### config.mk
export PLATFORM = sky130hd
export DESIGN_NAME = fpsr_unit
export DESIGN_NICKNAME = d
export VERILOG_FILES = /design/src/rtl/fpsr_pkg.sv /design/src/rtl/fpsr_flag_filter.sv /design/src/rtl/fpsr_sticky_reg.sv /design/src/rtl/fpsr_trap_ctrl.sv /design/src/rtl/fpsr_unit.sv
export SDC_FILE = /design/constraint.sdc
export NUM_CORES = 1
export LEC_CHECK = 0
export ABC_AREA = 0
export BUFFER_PORTS_ARGS = -buffer_cell sky130_fd_sc_hd__buf_4
export CAP_MARGIN = 15
export CORE_UTILIZATION = 29
export DETAILED_ROUTE_END_ITERATION = 16
export GPL_TIMING_DRIVEN = 0
export PLACE_DENSITY_LB_ADDON = 0.25
export SLEW_MARGIN = 40
export SYNTH_ARGS = -nofsm -noshare
export SYNTH_HDL_FRONTEND = slang
export SYNTH_SLANG_ARGS = --single-unit
### constraint.sdc
create_clock -name clk -period 0.8 [get_ports clk]
set_input_delay 0.04 -clock clk [delete_from_list [all_inputs] [get_ports clk]]
set_output_delay 0.04 -clock clk [all_outputs]
set_load 0.05 [all_outputs]
### src/rtl/fpsr_pkg.sv
// Package: shared flag type and status-word bit placement for the FP status unit.
// Assumes the four flags keep the fixed order invalid, div-zero, overflow, underflow.
package fpsr_pkg;
    localparam int N_FLAGS  = 4;
    localparam int FLAG_LSB = 1;   // status bit that holds the underflow flag

    typedef struct packed {
        logic inv;
        logic dz;
        logic ovf;
        logic unf;
    } fp_flags_t;
endpackage

### src/rtl/fpsr_flag_filter.sv
// Module: selects which reported flags reach the status word and trap logic.
// Assumes compare operations may only report invalid; other ops report all four.
module fpsr_flag_filter
    import fpsr_pkg::*;
(
    input  logic      op_valid,
    input  logic      op_is_cmp,
    input  fp_flags_t raw,
    output fp_flags_t fwd,
    output logic      any_fwd
);
    // Gate flags by strobe and mask non-invalid flags on compares.
    always_comb begin
        fwd = '0;
        if (op_valid) begin
            fwd.inv = raw.inv;
            if (!op_is_cmp) begin
                fwd.dz  = raw.dz;
                fwd.ovf = raw.ovf;
                fwd.unf = raw.unf;
            end
        end
        any_fwd = |fwd;
    end
endmodule

### src/rtl/fpsr_sticky_reg.sv
// Module: sticky status word; software write stores low bits, flags OR on top.
// Assumes STAT_W covers the reserved bit plus the four flag bits.
module fpsr_sticky_reg
    import fpsr_pkg::*;
#(
    parameter int STAT_W = 5
) (
    input  logic              clk,
    input  logic              rst_n,
    input  logic              wr_en,
    input  logic [STAT_W-1:0] wr_val,
    input  fp_flags_t         fwd,
    output logic [STAT_W-1:0] status
);
    localparam int FLAG_MSB = FLAG_LSB + N_FLAGS - 1;

    logic [STAT_W-1:0]  base;
    logic [STAT_W-1:0]  nxt;
    logic [N_FLAGS-1:0] fvec;

    // Pick the starting value: software write wins over the held word.
    always_comb begin
        fvec = fwd;
        base = wr_en ? wr_val : status;
    end

    // Per-bit merge: flag bits OR in, other bits pass through.
    for (genvar b = 0; b < STAT_W; b++) begin : g_bit
        if (b >= FLAG_LSB && b <= FLAG_MSB) begin : g_flag
            assign nxt[b] = base[b] | fvec[b-FLAG_LSB];
        end else begin : g_plain
            assign nxt[b] = base[b];
        end
    end

    // Status register with synchronous active-low reset.
    always_ff @(posedge clk) begin
        if (!rst_n) status <= '0;
        else        status <= nxt;
    end

    // without a write, no flag bit ever falls.
    a_r2_sticky_hold: assert property (@(posedge clk) disable iff (!rst_n)
        !$past(wr_en) |->
        ((status[FLAG_MSB:FLAG_LSB] & $past(status[FLAG_MSB:FLAG_LSB]))
         == $past(status[FLAG_MSB:FLAG_LSB])));

    // a write with no flags lands exactly as written.
    a_r5_write_lands: assert property (@(posedge clk) disable iff (!rst_n)
        ($past(wr_en) && !$past(|fvec)) |-> status == $past(wr_val));
endmodule

### src/rtl/fpsr_trap_ctrl.sv
// Module: registers the exception request and the cause register.
// Assumes both enables are level signals sampled in the strobe cycle.
module fpsr_trap_ctrl #(
    parameter int                  CAUSE_W    = 5,
    parameter logic [CAUSE_W-1:0]  CAUSE_CODE = 6
) (
    input  logic               clk,
    input  logic               rst_n,
    input  logic               any_fwd,
    input  logic               cfg_fp_trap,
    input  logic               msr_exc_en,
    output logic               exc_req,
    output logic [CAUSE_W-1:0] exc_cause
);
    logic fire;

    // Qualify a flagged strobe by capability and run-time enable.
    always_comb fire = any_fwd && cfg_fp_trap && msr_exc_en;

    // Issue the one-cycle request and load the cause with it.
    always_ff @(posedge clk) begin
        if (!rst_n) begin
            exc_req   <= 1'b0;
            exc_cause <= '0;
        end else begin
            exc_req <= fire;
            if (fire) exc_cause <= CAUSE_CODE;
        end
    end

    // a request follows only a qualifying strobe.
    a_r7_req_qualified: assert property (@(posedge clk) disable iff (!rst_n)
        exc_req |-> $past(any_fwd && cfg_fp_trap && msr_exc_en));

    // without a new flagged strobe the pulse ends after one cycle.
    a_r7_single_pulse: assert property (@(posedge clk) disable iff (!rst_n)
        (exc_req && !any_fwd) |=> !exc_req);

    // a request always carries the cause code.
    a_r8_cause_loaded: assert property (@(posedge clk) disable iff (!rst_n)
        exc_req |-> exc_cause == CAUSE_CODE);

    // the cause holds when no request is raised.
    a_r8_cause_holds: assert property (@(posedge clk) disable iff (!rst_n)
        !exc_req |-> $stable(exc_cause));
endmodule

### src/rtl/fpsr_unit.sv
// Module: top of the floating-point sticky status and trap request unit.
// Assumes a single clock domain and one flag strobe per cycle at most.
module fpsr_unit
    import fpsr_pkg::*;
#(
    parameter int                 DATA_W     = 32,
    parameter int                 STAT_W     = 5,
    parameter int                 CAUSE_W    = 5,
    parameter logic [CAUSE_W-1:0] CAUSE_CODE = 6
) (
    input  logic               clk,
    input  logic               rst_n,
    input  logic               op_valid,
    input  logic               op_is_cmp,
    input  logic [3:0]         op_flags,
    input  logic               cfg_fp_trap,
    input  logic               msr_exc_en,
    input  logic               sr_wr_en,
    input  logic [DATA_W-1:0]  sr_wr_data,
    output logic [DATA_W-1:0]  sr_rd_data,
    output logic               exc_req,
    output logic [CAUSE_W-1:0] exc_cause
);
    localparam int PAD_W = DATA_W - STAT_W;

    fp_flags_t         raw;
    fp_flags_t         fwd;
    logic              any_fwd;
    logic [STAT_W-1:0] status;

    // Unpack the raw flag vector into the shared flag type.
    always_comb raw = fp_flags_t'(op_flags);

    fpsr_flag_filter u_filter (
        .op_valid (op_valid),
        .op_is_cmp(op_is_cmp),
        .raw      (raw),
        .fwd      (fwd),
        .any_fwd  (any_fwd)
    );

    fpsr_sticky_reg #(.STAT_W(STAT_W)) u_sticky (
        .clk   (clk),
        .rst_n (rst_n),
        .wr_en (sr_wr_en),
        .wr_val(sr_wr_data[STAT_W-1:0]),
        .fwd   (fwd),
        .status(status)
    );

    fpsr_trap_ctrl #(.CAUSE_W(CAUSE_W), .CAUSE_CODE(CAUSE_CODE)) u_trap (
        .clk        (clk),
        .rst_n      (rst_n),
        .any_fwd    (any_fwd),
        .cfg_fp_trap(cfg_fp_trap),
        .msr_exc_en (msr_exc_en),
        .exc_req    (exc_req),
        .exc_cause  (exc_cause)
    );

    // Zero-extend the status word onto the read port.
    always_comb sr_rd_data = {{PAD_W{1'b0}}, status};

    // a compare without invalid never produces a request.
    a_r3_cmp_no_trap: assert property (@(posedge clk) disable iff (!rst_n)
        $past(op_valid && op_is_cmp && !op_flags[3]) |-> !exc_req);

    // an idle cycle with no write leaves the word unchanged.
    a_r4_idle_stable: assert property (@(posedge clk) disable iff (!rst_n)
        $past(!op_valid && !sr_wr_en) |-> $stable(sr_rd_data));

    // an invalid flag on any strobe is visible next cycle.
    a_r2_invalid_sets: assert property (@(posedge clk) disable iff (!rst_n)
        $past(op_valid && op_flags[3]) |-> sr_rd_data[4]);
endmodule

After elaboration in Yosys (flattened, before gate mapping)
Cells that the tools add are included.

storage, ports and cells
  register bits after elaboration = 7
  latch bits = 0
  memory bits (writable) = 0
  ROM bits = 0
  input bits = 43
  output and inout bits = 38
  logic and storage cells = 14
  memories = 0

operators by class
  add/sub/neg operators = 0
  multipliers = 0
  divide/modulo/power cells = 0
  $lt $le $gt $ge = 0
  eq/ne operators = 0
  shifts and indexed selects = 0
  multiplexer cells = 3
  bitwise operators = 4
  reduce and logical (&&, ||, !) cells = 3

operators with widths
  cell               count
  $mux 5             1
  $mux 4             1
  $or 1x1->1         4
  $reduce_or 4->1    1
  $mux 3             1
  $logic_and 1x1->1  2

Longest topological paths before layout
Gate-level depths: netlist (run 1).

  depth in word-level cells = 5
  depth in mapped cells = 3
  gate-level depth less buffers = 2

Modules after synthesis
Synthesis (run 1) repeated with hierarchy kept, for this count alone.

unflattened totals
  cells, all modules = 60
  area total of the unflattened synthesis = 543.0 sq um

modules (own cells, without submodules)
  module            instances  cells each  area each (sq um)  sequential area each (sq um)
  fpsr_unit         1          28          206.4              0.0
  fpsr_sticky_reg   1          15          191.4              100.1
  fpsr_trap_ctrl    1          9           92.6               40.0
  fpsr_flag_filter  1          8           52.6               0.0

Worst setup path before layout (run 1)
No wires, ideal clock.

  path type = flip-flop to output port
  start point = reg, netlist name u_trap.exc_cause[1]
  end point = out exc_cause[2]
  arrival = 0.913 ns
  required time = 0.760 ns
  path slack = -0.153 ns
  cell stages (with the launch flop) = 2
  path buffers = 1
  cell sequence = dfxtp_1 -> buf_4

RTL lines
  what              RTL line         RTL
  end: declaration  fpsr_unit.sv:22  output logic [CAUSE_W-1:0] exc_cause

No word-level cell between the ends.

Worst setup path in the final report (run 1)
  start point = reg, netlist name u_trap.exc_cause[1]
  end point = out exc_cause[2]

No word-level cell between the ends.

==> impl_metrics.ini, run 1 <==
[setup_path]
slowest_stage = dfxtp_2
path_max_fanout = 3
crit_required_ps = 760
criticalPathCategory = register to output port
path_cells = buf_6, buf_8
cp-start-kind = register
crit_path_end_kind = output port
critPathArrivalTime_ps = 820
reg2reg_slack_ps = 150
cpPeakStageDelay_ps = 320
cpLargestDelayFamily = flip-flops
path_buf_inv = 2

[final_layout]
fin_area_um2 = 940
n_antenna_cell = 0
n_fill_cell = 172
fin_util_pct = 53.3
drive_above_1_share_pct = 56.5
nNetsFinal = 159
multi_input_area_um2 = 280
area_growth_pct = 70.3
register_area_um2 = 148
final_cells = 140

[clocking]
cts_hold_buf = 0
h-tree-depth = 1
worst_skew_pair.late_latency_ps = 250
clk_pin_slew_worst_paths_ps = 50
post_cts_resized = 8
cts_tree = built
cts_root_buffer = clkbuf_4
clk_path_buf_depth = 2
cts.sinks = 7
post_cts_buffers = 0
numCtsBuffers = 3

[route]
dr.pass1.iters = 1
drt_iter0_markers = 0
vias = 463
viasPerCell = 3.31
ant_nets = 0
drc = 0
wl_per_cell_um = 7.08
wl_um = 991

[die]
rows = 15
die_w_um = 45.6
die_y_um = 45.6
pin_count = 81
core_area_um2 = 1760
dieArea_um2 = 2080
start_util_pct = 31.3

[sta]
timing.final.ws_setup_ps = -56.2
tns_ps = -77.1
hold_slack_ps = 45.1
hold_viol_final = 0
rsz0062_at_grt = true
drv_slew = 0
fmax_ghz = 1.17
setup_viol_count_final = 2
final.period_utilization_pct = 107
worst_clock_skew_ps = 0
finalCriticalPeriod_ps = 856

[outcome]
outcome = complete, but fails checks
violations = setup timing

[power]
ir_worst_vdd_mv = 0.632
switching_share_pct = 43.2
p_int_w = 0.000807
combinationalPowerShare_pct = 49.8
p_leak_nw = 0.530
power_frac_seq_pct = 27.8
pwr-share-clk_pct = 22.4
power.density_nw_per_um2 = 1510
p_sw_w = 0.000613

[synthesis]
yosysWarnings = 0
synth_top_cells_by_count = 32 x buf_4, 7 x dfxtp_1, 5 x mux2i_1
syn_inst = 60
yosysSeqAreaShare_pct = 25.4
ys_ff_latch = 7
synth-edff-count = 0
syn_area_per_cell_um2 = 9.20
synthTopCellsByArea = buf_4 44%, dfxtp_1 25%, mux2i_1 9.1%
synth_top_area_share_pct = 43.5
synth_top_area_cell = buf_4
yosysUniqueCellTypes = 12
netlist_area_um2 = 552
synthFlopType = dfxtp_1
yosysMostFrequentCell = buf_4
synthArstFlopShare_pct = 0

[grt]
use_met1_pct = 6.43
grt-busiest-layer = met2
grt_pass1_wl_um = 1340
grt_usage_pct = 9.74
met3_usage_pct = 2.38
grt_max_degree = 8
grt_pass1_vias = 383
grt_overflow = 0
antenna_found_initial = 0
use_met2_pct = 19.4

[placement]
dp_cells = 136
io_buffer_count = 22
dpl-instance-area_um2 = 865
gp_congestion = 0.631

[worst_hold_path]
hp-class = primary input to register

[job]
cap_violations = 0
-- path summary, 6_finish.rpt --
path                                    start                               end  depth (start not counted)
max          u_trap.exc_cause[1]$_SDFFE_PN0P_                      exc_cause[2]                          2
min                             sr_wr_data[0]   u_sticky.status[0]$_SDFFE_PN0P_                          3
max reg2reg     u_sticky.status[2]$_SDFF_PN0_     u_sticky.status[2]$_SDFF_PN0_                          2
min reg2reg  u_trap.exc_cause[1]$_SDFFE_PN0P_  u_trap.exc_cause[1]$_SDFFE_PN0P_                          2
-- routing by layer --
layer  up-vias  share of wire [%]
li1        246                  -
met1       184                 32
met2        31                 55
met3         2                 12
met4         0                1.3
met5         -                  0
-- through the flow --
stage | total power [W] | setup WS, ps
after global placement | 0.00107 | 110
after detailed placement | 0.00107 | 89.1
after floorplan | 0.000956 | 26.6
after global routing | 0.00149 | -85.8
final | 0.00142 | -56.2
after CTS | 0.00142 | -69.3
-- layout make-up --
type	count	area share [%]
Multi-Input combinational cell	50	29.8
Buffer	32	26.0
Timing Repair Buffer	22	22.4
Sequential cell	7	15.7
Tap cell	25	3.33
Clock buffer	4	2.80
-- kinds of logic after synthesis --
logic type / after synthesis / share of synthesized area, %
mux: 5 / 9.07
other cells: 1 / 0.680
compound gates: 5 / 7.71
simple gates: 10 / 13.6
flops: 7 / 25.4
buf+inv: 32 / 43.5
-- registers in the layout, summed over array words and instances, names as in the netlist --
signal            flops
u_sticky.status       5
u_trap.exc_req        1
u_trap.exc_cause      1
-- power by group through the flow --
stage / clock network, W / logic, W / registers (W)
floorplan: 0 / 0.000485 / 0.000472
global placement: 0 / 0.000673 / 0.000393
detailed placement: 0 / 0.000676 / 0.000394
CTS: 0.000336 / 0.000692 / 0.000391
global route: 0.000354 / 0.000739 / 0.000396
finish: 0.000318 / 0.000708 / 0.000395
-- worst reg2reg max path, cell delays in order, from the launching register on --
cell and delay [ps]:
dfxtp_2 330, mux2i_1 130, a21boi_1 80
-- cells in the final DEF (no fill, tap or decap) --
master    netlist  final
conb_1          1     30
nor3_1          1      1
buf_4          32     46
dfxtp_2         0      6
mux2i_1         5      5
nor2b_1         2      2
clkbuf_1        0      1
buf_6           0      3
nand3b_1        3      3
clkbuf_4        0      3
nor4_4          1      1
nand2_1         2      2
buf_8           0      5
nand4_1         1      1
a21boi_1        4      4
dfxtp_1         7      1
o31ai_2         1      1
(Power assumes the default switching activity.)
==> inputs of run 2 (changes only) <==
--- a/config.mk
+++ b/config.mk
@@ -8,7 +8,9 @@
 export ABC_AREA = 0
 export BUFFER_PORTS_ARGS = -buffer_cell sky130_fd_sc_hd__buf_4
 export CAP_MARGIN = 15
-export CORE_UTILIZATION = 29
+export CELL_PAD_IN_SITES_DETAIL_PLACEMENT = 0
+export CELL_PAD_IN_SITES_GLOBAL_PLACEMENT = 1
+export CORE_UTILIZATION = 17
 export DETAILED_ROUTE_END_ITERATION = 16
 export GPL_TIMING_DRIVEN = 0
 export PLACE_DENSITY_LB_ADDON = 0.25
==> impl_metrics.ini, run 2 (synthesis gave the netlist of run 1 again) <==
[grt]
grt_max_degree = 8
antenna_found_initial = 0
grt_overflow = 0
grt_pass1_vias = 403
grt_pass1_wl_um = 1640
grt_usage_pct = 6.32

[route]
wl_per_cell_um = 6.89
ant_nets = 0
drc = 0
drt_iter0_markers = 9
vias = 473
dr.pass1.iters = 4
wl_um = 1100
viasPerCell = 2.97

[setup_path]
timing.rr.start = u_sticky.status[2]$_SDFF_PN0_
crit_path_end_kind = output port
path_max_fanout = 3
r2r_end = u_sticky.status[2]$_SDFF_PN0_
cp-start-kind = register
reg2reg_depth = 2
cpPeakStageDelay_ps = 330
criticalPathCategory = register to output port
reg2reg_slack_ps = 150
slowest_stage = dfxtp_2
crit_required_ps = 760
critPathArrivalTime_ps = 820
path_cells = buf_6, buf_8

[final_layout]
nNetsFinal = 159
area_growth_pct = 74.1
drive_above_1_share_pct = 57.4
final_cells = 159
largest_register = u_sticky.status
final_common_cell = buf_4
largest_register_ffs = 5
reg_top3 = u_sticky.status: 5 flops, u_trap.exc_cause: 1 flops, u_trap.exc_req: 1 flops
n_antenna_cell = 0
most-common-layout-cells = 46 x buf_4, 30 x conb_1, 7 x dfxtp_2

[clocking]
h-tree-depth = 1
cts_hold_buf = 0
cts.sinks = 7
clk_pin_slew_worst_paths_ps = 50
worst_skew_pair.late_latency_ps = 240
cts_tree = built
numCtsBuffers = 3
clk_path_buf_depth = 2
cts_root_buffer = clkbuf_4

[sta]
setup_viol_count_final = 2
fmax_ghz = 1.16
worst_clock_skew_ps = 0
final.period_utilization_pct = 108
finalCriticalPeriod_ps = 861
hold_viol_final = 0
hold_slack_ps = 52.7
timing.final.ws_setup_ps = -61.2
drv_slew = 0
rsz0062_at_grt = true

[placement]
io_buffer_count = 22
dp_cells = 155
gp_congestion = 0.652
hpwl_um = 956

[outcome]
outcome = complete, but fails checks
violations = setup timing

[power]
switching_share_pct = 43.0
p_total_w = 0.00141
p_sw_w = 0.000606
ir_worst_vdd_mv = 0.313
p_int_w = 0.000804
power_frac_seq_pct = 27.9
p_leak_nw = 0.529
pwr-share-clk_pct = 21.9
power.density_nw_per_um2 = 1470
combinationalPowerShare_pct = 50.2

[worst_hold_path]
hold_depth = 3
hp-start = sr_wr_data[0]
hp-class = primary input to register
holdPathEnd = u_sticky.status[0]$_SDFFE_PN0P_

[job]
cap_violations = 0

[die]
core_area_um2 = 3080
pin_count = 81
start_util_pct = 17.9
rows = 20
die_w_um = 59.0
dieArea_um2 = 3480
die_y_um = 59.0
==> run 2: cell counts in the layout (fill, tap and decap cells not counted) <==
No cell type changed its count.
==> run 2: area by class of cell <==
| type | count | area [um^2] |
|---|---|---|
| clock buffer | 4 | 26.3 |
| multi-input combinational | 50 | 280 |
| tap | 44 | 55.1 |
| fill | 334 | 2120 |
| sequential | 7 | 149 |
| timing repair buffer | 22 | 206 |
| buffer | 32 | 244 |
==> run 2: repair_timing <==
| item | CTS | global route |
|---|---|---|
| endpoints found under the setup margin | 8 | 6 |
| setup buffers | 0 | 0 |
| gates resized for setup | 9 | 4 |
==> run 2: worst max-delay path by stage <==
stage,startpoint,to
after floorplan,u_sticky.status[1]$_SDFF_PN0_,u_sticky.status[1]$_SDFF_PN0_
after global placement,op_flags[1],u_trap.exc_cause[1]$_SDFFE_PN0P_
after detailed placement,op_flags[1],u_trap.exc_cause[1]$_SDFFE_PN0P_
after CTS,u_trap.exc_cause[1]$_SDFFE_PN0P_,exc_cause[2]
after global routing,u_trap.exc_cause[1]$_SDFFE_PN0P_,exc_cause[2]
final,u_trap.exc_cause[1]$_SDFFE_PN0P_,exc_cause[2]
==> run 2: worst max-delay path: cells and delay by family, from the launching register on <==
kind,cells,cell delay [ps]
buf+inv,2,250
flops,1,330
==> run 2: power by group through the flow <==
stage / Clock, W / Combinational (W) / Sequential [W]
2_1_floorplan: 0 / 0.000485 / 0.000472
3_3_place_gp: 0 / 0.000678 / 0.000394
3_5_place_dp: 0 / 0.000679 / 0.000394
4_1_cts: 0.000327 / 0.000697 / 0.000392
5_1_grt: 0.000359 / 0.000741 / 0.000396
6_report: 0.000309 / 0.000707 / 0.000394
==> run 2: routing by layer <==
layer / wire length [um] / up-vias / global-route usage [%]
met2: 547 / 29 / 11.2
met1: 417 / 195 / 5.99
met4: 13 / 0 / 5.10
met5: 0 / - / 0
li1: - / 247 / -
met3: 118 / 2 / 1.97
==> run 2: per-stage QoR <==
stage          area, um^2  worst slack (ps)  utilization [%]  setup TNS (ps)
3_5_place_dp          888              70.4             28.9               0
3_3_place_gp          888              96.9             28.9               0
4_1_cts               948             -74.3             30.8            -117
6_report              961             -61.2             31.2           -90.6
5_1_grt               961              -104             31.2            -198
2_1_floorplan         668              26.6                -               0
